### config.mk
export PLATFORM = sky130hd
export DESIGN_NAME = wbq_top
export DESIGN_NICKNAME = d
export VERILOG_FILES = /design/src/rtl/wbq_pkg.sv /design/src/rtl/wbq_store.sv /design/src/rtl/wbq_match.sv /design/src/rtl/wbq_top.sv
export SDC_FILE = /design/constraint.sdc
export NUM_CORES = 1
export LEC_CHECK = 0
export BUFFER_PORTS_ARGS = -buffer_cell sky130_fd_sc_hd__buf_2
export CAP_MARGIN = 10
export CORE_ASPECT_RATIO = 1.5
export CORE_MARGIN = 3
export CORE_UTILIZATION = 25
export CTS_CLUSTER_SIZE = 24
export DETAILED_ROUTE_END_ITERATION = 8
export GPL_TIMING_DRIVEN = 0
export PLACE_DENSITY_LB_ADDON = 0.12
export SYNTH_ARGS = -nofsm -noshare
export SYNTH_HDL_FRONTEND = slang
export SYNTH_HIERARCHICAL = 1
export SYNTH_SLANG_ARGS = --single-unit
### constraint.sdc
create_clock -name clk -period 6.05 [get_ports clk]
set_input_delay 1.21 -clock clk [delete_from_list [all_inputs] [get_ports clk]]
set_output_delay 1.21 -clock clk [all_outputs]
set_load 0.1 [all_outputs]
### src/rtl/wbq_pkg.sv
package wbq_pkg;

    localparam int REG_W  = 5;
    localparam int WORD_W = 32;

    typedef enum logic [1:0] {
        WBK_ALU   = 2'd0,
        WBK_LOAD  = 2'd1,
        WBK_STORE = 2'd2,
        WBK_HOST  = 2'd3
    } wbq_kind_e;

    typedef struct packed {
        wbq_kind_e          kind;
        logic [REG_W-1:0]   dst;
        logic [WORD_W-1:0]  data;
    } wbq_rec_t;

    // True when the record will eventually write a register.
    function automatic logic writes_reg(input wbq_rec_t rec);
        return (rec.kind == WBK_ALU) || (rec.kind == WBK_LOAD);
    endfunction

    // Search match of one record against one register index.
    function automatic logic rec_hits(input wbq_rec_t rec, input logic [REG_W-1:0] key);
        return writes_reg(rec) && (rec.dst == key);
    endfunction

endpackage

### src/rtl/wbq_store.sv
module wbq_store
    import wbq_pkg::*;
#(
    parameter int DEPTH = 4
) (
    input  logic                 clk,
    input  logic                 rst,
    input  logic                 push,
    input  logic                 pop,
    input  wbq_rec_t             push_rec,
    output wbq_rec_t [DEPTH-1:0] slots,
    output logic     [DEPTH-1:0] occ,
    output wbq_rec_t             head_rec,
    output logic                 full,
    output logic                 empty
);

    localparam int PW = (DEPTH > 1) ? $clog2(DEPTH) : 1;
    localparam int CW = $clog2(DEPTH + 1);

    logic [PW-1:0] head, tail;
    logic [CW-1:0] cnt;

    function automatic logic [PW-1:0] step_ptr(input logic [PW-1:0] p);
        if (p == PW'(DEPTH - 1)) return '0;
        else                     return p + 1'b1;
    endfunction

    always_ff @(posedge clk) begin
        if (rst) begin
            head <= '0;
            tail <= '0;
            cnt  <= '0;
            occ  <= '0;
        end else begin
            if (pop) begin
                occ[head] <= 1'b0;
                head      <= step_ptr(head);
            end
            if (push) begin
                occ[tail] <= 1'b1;
                tail      <= step_ptr(tail);
            end
            if (push && !pop)      cnt <= cnt + 1'b1;
            else if (pop && !push) cnt <= cnt - 1'b1;
        end
    end

    always_ff @(posedge clk) begin
        if (push) slots[tail] <= push_rec;
    end

    assign head_rec = slots[head];
    assign full     = (cnt == CW'(DEPTH));
    assign empty    = (cnt == '0);

endmodule

### src/rtl/wbq_match.sv
module wbq_match
    import wbq_pkg::*;
#(
    parameter int DEPTH = 4
) (
    input  wbq_rec_t [DEPTH-1:0] slots,
    input  logic     [DEPTH-1:0] occ,
    input  logic     [REG_W-1:0] key,
    output logic                 hit
);

    logic [DEPTH-1:0] slot_hit;

    for (genvar g = 0; g < DEPTH; g++) begin : g_slot
        assign slot_hit[g] = occ[g] && rec_hits(slots[g], key);
    end

    assign hit = |slot_hit;

endmodule

### src/rtl/wbq_top.sv
module wbq_top
    import wbq_pkg::*;
#(
    parameter int DEPTH = 4
) (
    input  logic        clk,
    input  logic        rst,
    input  logic        enq_valid,
    input  logic [1:0]  enq_kind,
    input  logic [4:0]  enq_dst,
    input  logic [31:0] enq_data,
    input  logic        deq_req,
    output logic        full,
    output logic        empty,
    output logic [1:0]  first_kind,
    output logic [4:0]  first_dst,
    output logic [31:0] first_data,
    input  logic [4:0]  key_a,
    output logic        hit_a,
    input  logic [4:0]  key_b,
    output logic        hit_b,
    output logic        err
);

    wbq_rec_t             in_rec, head_rec;
    wbq_rec_t [DEPTH-1:0] slots;
    logic     [DEPTH-1:0] occ;
    logic                 push, pop, bad_push, bad_pop;

    assign in_rec.kind = wbq_kind_e'(enq_kind);
    assign in_rec.dst  = enq_dst;
    assign in_rec.data = enq_data;

    // A full queue takes a new record only when one leaves in the same cycle.
    assign pop      = deq_req && !empty;
    assign push     = enq_valid && (!full || pop);
    assign bad_push = enq_valid && !push;
    assign bad_pop  = deq_req && empty;

    wbq_store #(.DEPTH(DEPTH)) u_store (
        .clk      (clk),
        .rst      (rst),
        .push     (push),
        .pop      (pop),
        .push_rec (in_rec),
        .slots    (slots),
        .occ      (occ),
        .head_rec (head_rec),
        .full     (full),
        .empty    (empty)
    );

    wbq_match #(.DEPTH(DEPTH)) u_match_a (
        .slots (slots),
        .occ   (occ),
        .key   (key_a),
        .hit   (hit_a)
    );

    wbq_match #(.DEPTH(DEPTH)) u_match_b (
        .slots (slots),
        .occ   (occ),
        .key   (key_b),
        .hit   (hit_b)
    );

    always_ff @(posedge clk) begin
        if (rst)                       err <= 1'b0;
        else if (bad_push || bad_pop)  err <= 1'b1;
    end

    assign first_kind = head_rec.kind;
    assign first_dst  = head_rec.dst;
    assign first_data = head_rec.data;

endmodule

## After elaboration in Yosys (flattened, before gate mapping)

Index checks and enable logic that the tools add are counted.

- Memory bits (writable): 0
- Memories kept: 0
- Register bits: 168
- Latch bits: 0
- ROM bits: 0
- Bits of input ports: 53
- Logic and storage cells: 101

- Reduce and logical (&&, ||, !) cells: 42
- Shifts and indexed selects: 0
- Multiplexer cells: 16
- Add/subtract/negate cells: 4
- Eq/ne operators: 15
- $mul: 0
- Order comparisons: 4
- Divide/modulo/power cells: 0
- Bitwise operators: 3

Operator list:

| kind | count |
|---|---|
| $bwmux 156 | 1 |
| $bmux 39 s2 | 1 |
| $demux 39 s2 | 1 |
| $mux 39 | 2 |
| $eq 5x5->1 | 8 |
| $logic_and 1x1->1 | 24 |
| $mux 4 | 3 |
| $eq 2x1->1 const B | 4 |
| $logic_not 2->1 | 4 |
| $reduce_or 4->1 | 2 |
| $logic_or 1x1->1 | 6 |
| $lt 2x3->1 const B | 2 |
| $mux 3 | 2 |
| $add 2x1->2 const B | 2 |
| $and 4x4->4 | 1 |
| $demux 1 s2 | 2 |
| $eq 2x2->1 const B | 2 |
| $ge 2x1->1 const B | 2 |
| $logic_not 1->1 | 4 |
| $mux 2 | 2 |
| $not 4->4 | 1 |
| $or 4x4->4 | 1 |
| $add 3x1->3 const B | 1 |
| $eq 3x3->1 const B | 1 |
| other kinds (4) | 5 |

## Longest topological paths before layout

Gate-level depths: netlist of the first run.

- Word-level depth: 10
- Gate-level depth with buffers: 9
- Mapped depth without buffers: 9

## Modules after synthesis

The synthesis of the first run kept the hierarchy.

Modules (own cells, without submodules):

| module | cells an instance | area an instance (µm²) | instances | sequential area each (µm²) |
|---|---|---|---|---|
| wbq_store | 269 | 6,256.0 | 1 | 4,904.7 |
| wbq_match | 30 | 245.2 | 2 | 0.0 |
| wbq_top | 7 | 62.6 | 1 | 20.0 |

## Worst setup path after synthesis of the first run

Ideal clock, no wire load.

- Kind: register to register
- From: register u_store.cnt[0]
- To: register u_store.cnt[2]
- Cell stages (with the launch flop): 10
- Slack: 1.807 ns
- Path buffers: 0
- Period minus slack after synthesis: 4.243 ns
- Arrival: 4.174 ns
- Path through: dfxtp_1 > nor3_1 > nor2b_4 > inv_1 > ha_1 > inv_1 > fa_1 > xor2_1 > or3_1 > a21oi_1

- Word-level cells in the longest chain between the ends: 8

Ends and longest elaborated chain:

| item | RTL line | source |
|---|---|---|
| from (decl) | wbq_store.sv:22 | `logic [CW-1:0] cnt;` |
| from (signal assigned) | wbq_store.sv:44 | `if (push && !pop) cnt <= cnt + 1'b1;` |
| from (signal assigned) | wbq_store.sv:45 | `else if (pop && !push) cnt <= cnt - 1'b1;` |
| $logic_not 3->1 (*) | wbq_store.sv:55 | `assign empty = (cnt == '0);` |
| via empty | wbq_top.sv:14 | `output logic empty,` |
| $logic_not 1->1 (*) | wbq_top.sv:35 | `assign pop = deq_req && !empty;` |
| $logic_and 1x1->1 (*) | wbq_top.sv:35 |  |
| via pop | wbq_top.sv:28 | `logic push, pop, bad_push, bad_pop;` |
| $logic_or 1x1->1 | wbq_top.sv:36 | `assign push = enq_valid && (!full \|\| pop);` |
| $logic_and 1x1->1 | wbq_top.sv:36 |  |
| $logic_not 1->1 | wbq_store.sv:45 |  |
| $logic_and 1x1->1 | wbq_store.sv:45 |  |
| $reduce_bool 2->1 (no source line) | - |  |

The timed path passes the listed nets; every way through them passes the cells marked *. The select of a mux whose other input is x is not followed.
A chain may end at the register's enable or synchronous reset.

## Worst setup path in the final report of the first run

- From: input port key_b[4]
- To: output port hit_b

- Word-level cells in the longest chain between the ends: 4

Ends and longest elaborated chain:

| item | RTL line | source |
|---|---|---|
| from (decl) | wbq_top.sv:20 | `input logic [4:0] key_b,` |
| $eq 5x5->1 | wbq_pkg.sv:26 | `return writes_reg(rec) && (rec.dst == key);` |
| $logic_and 1x1->1 | wbq_pkg.sv:26 |  |
| $logic_and 1x1->1 | wbq_match.sv:15 | `assign slot_hit[g] = occ[g] && rec_hits(slots[g], key);` |
| $reduce_or 4->1 (*) | wbq_match.sv:18 | `assign hit = \|slot_hit;` |
| to (decl) | wbq_top.sv:21 | `output logic hit_b,` |

Every way passes the cells marked *; elsewhere a longest branch is shown, timed or not.

==> flow_summary.yaml, run 1 <==
synthesis:
  synth_flop_cell: "edfxtp_1"
  synth_area_leaders: "edfxtp_1, mux4_2, xor2_1"
  ys_types: 29
  yosys.area.top_type_share: 0.6880
  synthArstFlopShare: 0
  yosysWarningCount: 6
  synth_fp_nets: 399
  synth_seq_cells: 168
  yosys.area.top_type: "edfxtp_1"
  ys_seq_area_frac: 0.7233
  syn_inst: 336
  syn_area_um2: 6809
  syn_area_per_cell_um2: 20.26
  synth_edf_count: 156
timing:
  finalCritPeriodShare: 0.6574
  fin_skew_ns: 0.006342
  slew_viol_final: 0
  whs_ns: 0.5024
  worst_slew_pin_slew_ns: 0.5405
  setup_violations: 0
  final.setup.tns_ns: 0
  final.min_clock_period_ns: 3.977
  relSlewSlack: 0.6397
  fmax_ghz: 0.2514
  finalHoldViolCount: 0
  setup_slack_ns: 2.073
  rsz0062_at_grt: "false"
clocking:
  cts_buffers: 17
  clkSinkCount: 168
  cts_root_buf: "clkbuf_16"
  cts_resized: 0
  cts.path.max_buffers: 2
  htree_levels: 4
  path_clk_slew_ns: 0.06
  cts_hold_buf: 0
  cts_tree: "built"
  cts_setup_buffers: 0
  clock_latency_ns: 0.43
critical_path:
  cpMaxStageDelayCell: "nor4_1"
  crit_family: "simple AND/OR/NAND/NOR gates"
  crit_buf_inv: 2
  arrival_ns: 2.77
  cp_common_cell: "buf_2"
  cp-start-kind: "primary input"
  cpPeakStageDelay_ns: 0.47
  endpoint_kind: "primary output"
  path_cells: "buf_2, xor2_1, nor4_1, nand4b_1, nand4_1, buf_2"
  crit_fanout: 4
  crit_type: "in2out"
  required_ns: 4.84
power:
  power_frac_comb: 0.368
  p_switching_mw: 1.645
  power.total_mw: 4.128
  p_leak_nw: 2.878
  clock_power_share: 0.282
  power.density_nw_per_um2: 490.3
  p_sw_frac: 0.3984
  intPower_mw: 2.483
  pwr-share-seq: 0.349
  peakVddDrop_uv: 305.6
detailed_routing:
  drcViolationCount: 0
  ant_nets: 0
  wire_per_inst_um: 19.17
  via_per_inst: 4.313
  dr.pass1.iters: 5
  drt_wl_total_um: 15390
  drt_iter0_drc: 182
  vias: 3463
global_routing:
  grt_pass1_vias: 3876
  grt_pass1_wl_um: 23740
  grt_max_degree: 27
  gr-usage-all-layers: 0.1106
  antenna_found_initial: 2
  overflow: 0
finish:
  postLayoutCoreUtil: 0.3157
  final_cells: 803
  multi_input_area_um2: 1742
  final_area_um2: 8419
  seq_area_um2: 4925
  final_cell_mix: "edfxtp_1, buf_2, mux4_2"
  final_common_cell: "edfxtp_1"
  fillers: 2605
  drive_above_1_share: 0.3820
  antenna_cells: 0
  syn_to_final_growth_pct: 23.65
  final_nets: 516
place:
  dp_cells: 771
  detailed_place.area_um2: 7786
  place_ws_ns: 2.101
  dpl.hpwl_um: 10220
  io_buffers: 94
  gp_congestion: 0.8290
die:
  die-width_um: 140.8
  start_util: 0.2553
  die_h_um: 208.1
  coreArea_um2: 26670
  fp.dieArea_um2: 29290
  io_pins: 97
  row_count: 73
run_status:
  status: "completed"
flow_run:
  drv_cap: 0
worst_hold_path:
  holdCritPathClass: "reg2reg"
-- Yosys cell counts (2+ instances only) --
cell type,n
clkbuf_1,4
nor4_1,8
buf_2,4
dfxtp_1,12
nand2_1,4
xor2_1,34
mux2i_1,4
inv_1,7
nand4_1,2
xnor2_1,8
nor3b_1,2
ha_1,9
buf_12,3
and2_1,4
nor2_1,11
mux4_2,38
a21oi_1,8
nand4b_1,8
edfxtp_1,156
-- final timing paths --
path / from / endpoint / slack (ns) / cells past startpoint
min reg2reg: u_store/cnt[2] / u_store/cnt[2] / 0.50 / 2
max: key_b[4] / hit_b / 2.07 / 6
min: u_store/cnt[2] / u_store/cnt[2] / 0.50 / 2
max reg2reg: u_store/cnt[0] / u_store/cnt[2] / 3.62 / 9
-- power groups by stage --
stage                     clock network (mW)  registers [mW]  logic [mW]
after global placement                     0            1.47        1.53
after global routing                    1.25            1.45        1.60
after CTS                               1.21            1.44        1.56
after floorplan                            0            1.47        1.25
final                                   1.16            1.44        1.52
after detailed placement                   0            1.47        1.55
-- worst register-to-register path, stage by stage (launching register included) --
cell	delay (ns)
dfxtp_1	0.41
nor3_1	0.13
nor2b_4	0.22
o21a_1	0.28
ha_1	0.22
inv_1	0.06
fa_1	0.42
xor2_1	0.18
or3_1	0.30
a21oi_1	0.14
-- flip-flops by register name (all words and copies together) (netlist names) --
| signal | count |
|---|---|
| err | 1 |
| u_store/occ | 4 |
| u_store/cnt | 3 |
| u_store/slots | 156 |
| u_store/tail | 2 |
| u_store/head | 2 |
-- cells by family (layout without fill, tap and decap cells) --
group,after synthesis,after routing,synth area share
compound gates,10,10,0.007718
flops,168,168,0.7233
fa+ha+maj,10,10,0.01948
buf+inv,20,150,0.02168
xor+xnor,42,42,0.05403
mux,43,43,0.1354
simple gates,43,43,0.03840
-- cell type report --
type / count / area share
Inverter: 7 / 0.003121
Buffer: 13 / 0.01442
Timing Repair Buffer: 98 / 0.06539
Clock buffer: 19 / 0.05142
Clock inverter: 13 / 0.02378
Sequential cell: 168 / 0.5849
Multi-Input combinational cell: 148 / 0.2069
Tap cell: 337 / 0.05008
-- per-layer routing --
metal / up-vias / wire length (um) / GRT usage / share of wire
met2: 82 / 8025 / 0.1865 / 0.52
li1: 1579 / - / - / -
met5: - / 21 / 0 / 0.0014
met4: 4 / 397 / 0.05082 / 0.026
met3: 26 / 863 / 0.03403 / 0.056
met1: 1772 / 6086 / 0.1283 / 0.40
Power figures use the tool's default switching activity.
==> inputs of run 2 (changes only) <==
==> constraint.sdc (replaced) <==
create_clock -name clk -period 3.53 [get_ports clk]
set_input_delay 0.706 -clock clk [delete_from_list [all_inputs] [get_ports clk]]
set_output_delay 0.706 -clock clk [all_outputs]
set_load 0.1 [all_outputs]
==> flow_summary.yaml, run 2 (synthesis gave the netlist of run 1 again) <==
clocking:
  cts.path.max_buffers: 2
  cts_hold_buf: 0
  clock_latency_ns: 0.42
  path_clk_slew_ns: 0.06
  htree_levels: 4
  cts_buffers: 17
  cts_root_buf: "clkbuf_16"
  cts_tree: "built"
  cts_resized: 0
  clkSinkCount: 168
  cts_setup_buffers: 0
power:
  p_leak_nw: 2.822
  peakVddDrop_uv: 530.3
  power.density_nw_per_um2: 807.9
  power.total_mw: 6.721
global_routing:
  gr-usage-all-layers: 0.1097
  grt_max_degree: 26
  grt_pass1_wl_um: 23390
  antenna_found_initial: 1
  overflow: 0
  grt_pass1_vias: 3859
place:
  gp_congestion: 0.7505
  detailed_place.area_um2: 7804
  place_ws_ns: 0.5475
  dpl.hpwl_um: 10350
  dp_cells: 771
  io_buffers: 94
die:
  fp.dieArea_um2: 29290
  start_util: 0.2553
  row_count: 73
  die_h_um: 208.1
  die-width_um: 140.8
  coreArea_um2: 26670
  io_pins: 97
critical_path:
  endpoint_kind: "primary output"
  crit_type: "reg2out"
  required_ns: 2.82
  cp-start-kind: "register"
  arrival_ns: 2.27
  crit_fanout: 3
finish:
  final_common_cell: "edfxtp_1"
  syn_to_final_growth_pct: 22.18
  multi_input_area_um2: 1752
  drive_above_1_share: 0.3849
  seq_area_um2: 4925
  antenna_cells: 0
  postLayoutCoreUtil: 0.3119
  final_nets: 516
  final_cells: 802
  regMostFlops: "u_store/slots"
  final_cell_mix: "edfxtp_1, buf_2, mux4_2"
  fillers: 2645
  top_regs: "u_store/slots: 156 flops, u_store/occ: 4 flops, u_store/cnt: 3 flops"
  final_area_um2: 8319
  largest_reg_flops: 156
timing:
  final.min_clock_period_ns: 2.973
  finalCritPeriodShare: 0.8422
  rsz0062_at_grt: "false"
  finalHoldViolCount: 0
  slew_viol_final: 0
  fin_skew_ns: 0.007938
  final.setup.tns_ns: 0
  setup_slack_ns: 0.5570
  fmax_ghz: 0.3364
  setup_violations: 0
  relSlewSlack: 0.4605
  worst_slew_pin_slew_ns: 0.8092
  whs_ns: 0.4750
detailed_routing:
  drt_iter0_drc: 166
  dr.pass1.iters: 4
  wire_per_inst_um: 19.41
  drcViolationCount: 0
  drt_wl_total_um: 15570
  ant_nets: 0
  via_per_inst: 4.330
  vias: 3473
worst_hold_path:
  holdCritPathClass: "in2reg"
flow_run:
  drv_cap: 0
run_status:
  status: "completed"
## run 2: changes by cell type in the layout (fill, tap and decap cells not counted), sizes merged
cell / change
bufinv: -5
clkbuf: +2
clkinvlp: +2
clkinv: +1
inv: -1
## run 2: area by class of cell
| cell class | instances | area share |
|---|---|---|
| Buffer | 13 | 0.01459 |
| Clock buffer | 21 | 0.05294 |
| Clock inverter | 10 | 0.009024 |
| Inverter | 7 | 0.003158 |
| Multi-Input combinational cell | 148 | 0.2106 |
| Sequential cell | 168 | 0.5920 |
| Tap cell | 337 | 0.05068 |
| Timing Repair Buffer | 98 | 0.06708 |
## run 2: power by group
group | total (mW) | leakage, nW | internal (mW) | switching [mW]
combinational | 2.62 | 1.05 | 0.613 | 2.00
clock | 1.63 | 0.240 | 0.896 | 0.735
sequential | 2.47 | 1.53 | 2.39 | 0.0814
## run 2: routing by layer
metal	GRT usage	part of all wire
met1	0.1194	0.39
met2	0.1991	0.55
met3	0.03081	0.040
met4	0.04380	0.017
met5	0	0.00084
## run 2: path summary, 6_finish.rpt
check	start	end	slack [ns]	cells past startpoint
worst max register to register	u_store/cnt[0]	u_store/cnt[2]	1.07	9
worst max-delay path	u_store/slots[36]	hit_a	0.56	5
worst min-delay path	rst	err	0.48	2
worst min register to register	u_store/cnt[2]	u_store/cnt[2]	0.51	2
## run 2: worst max-delay path: stages, from the launching register on
cell	delay, ns
edfxtp_1	0.45
xor2_1	0.19
nor4_1	0.44
nand4b_1	0.15
nand4_1	0.17
buf_2	0.45
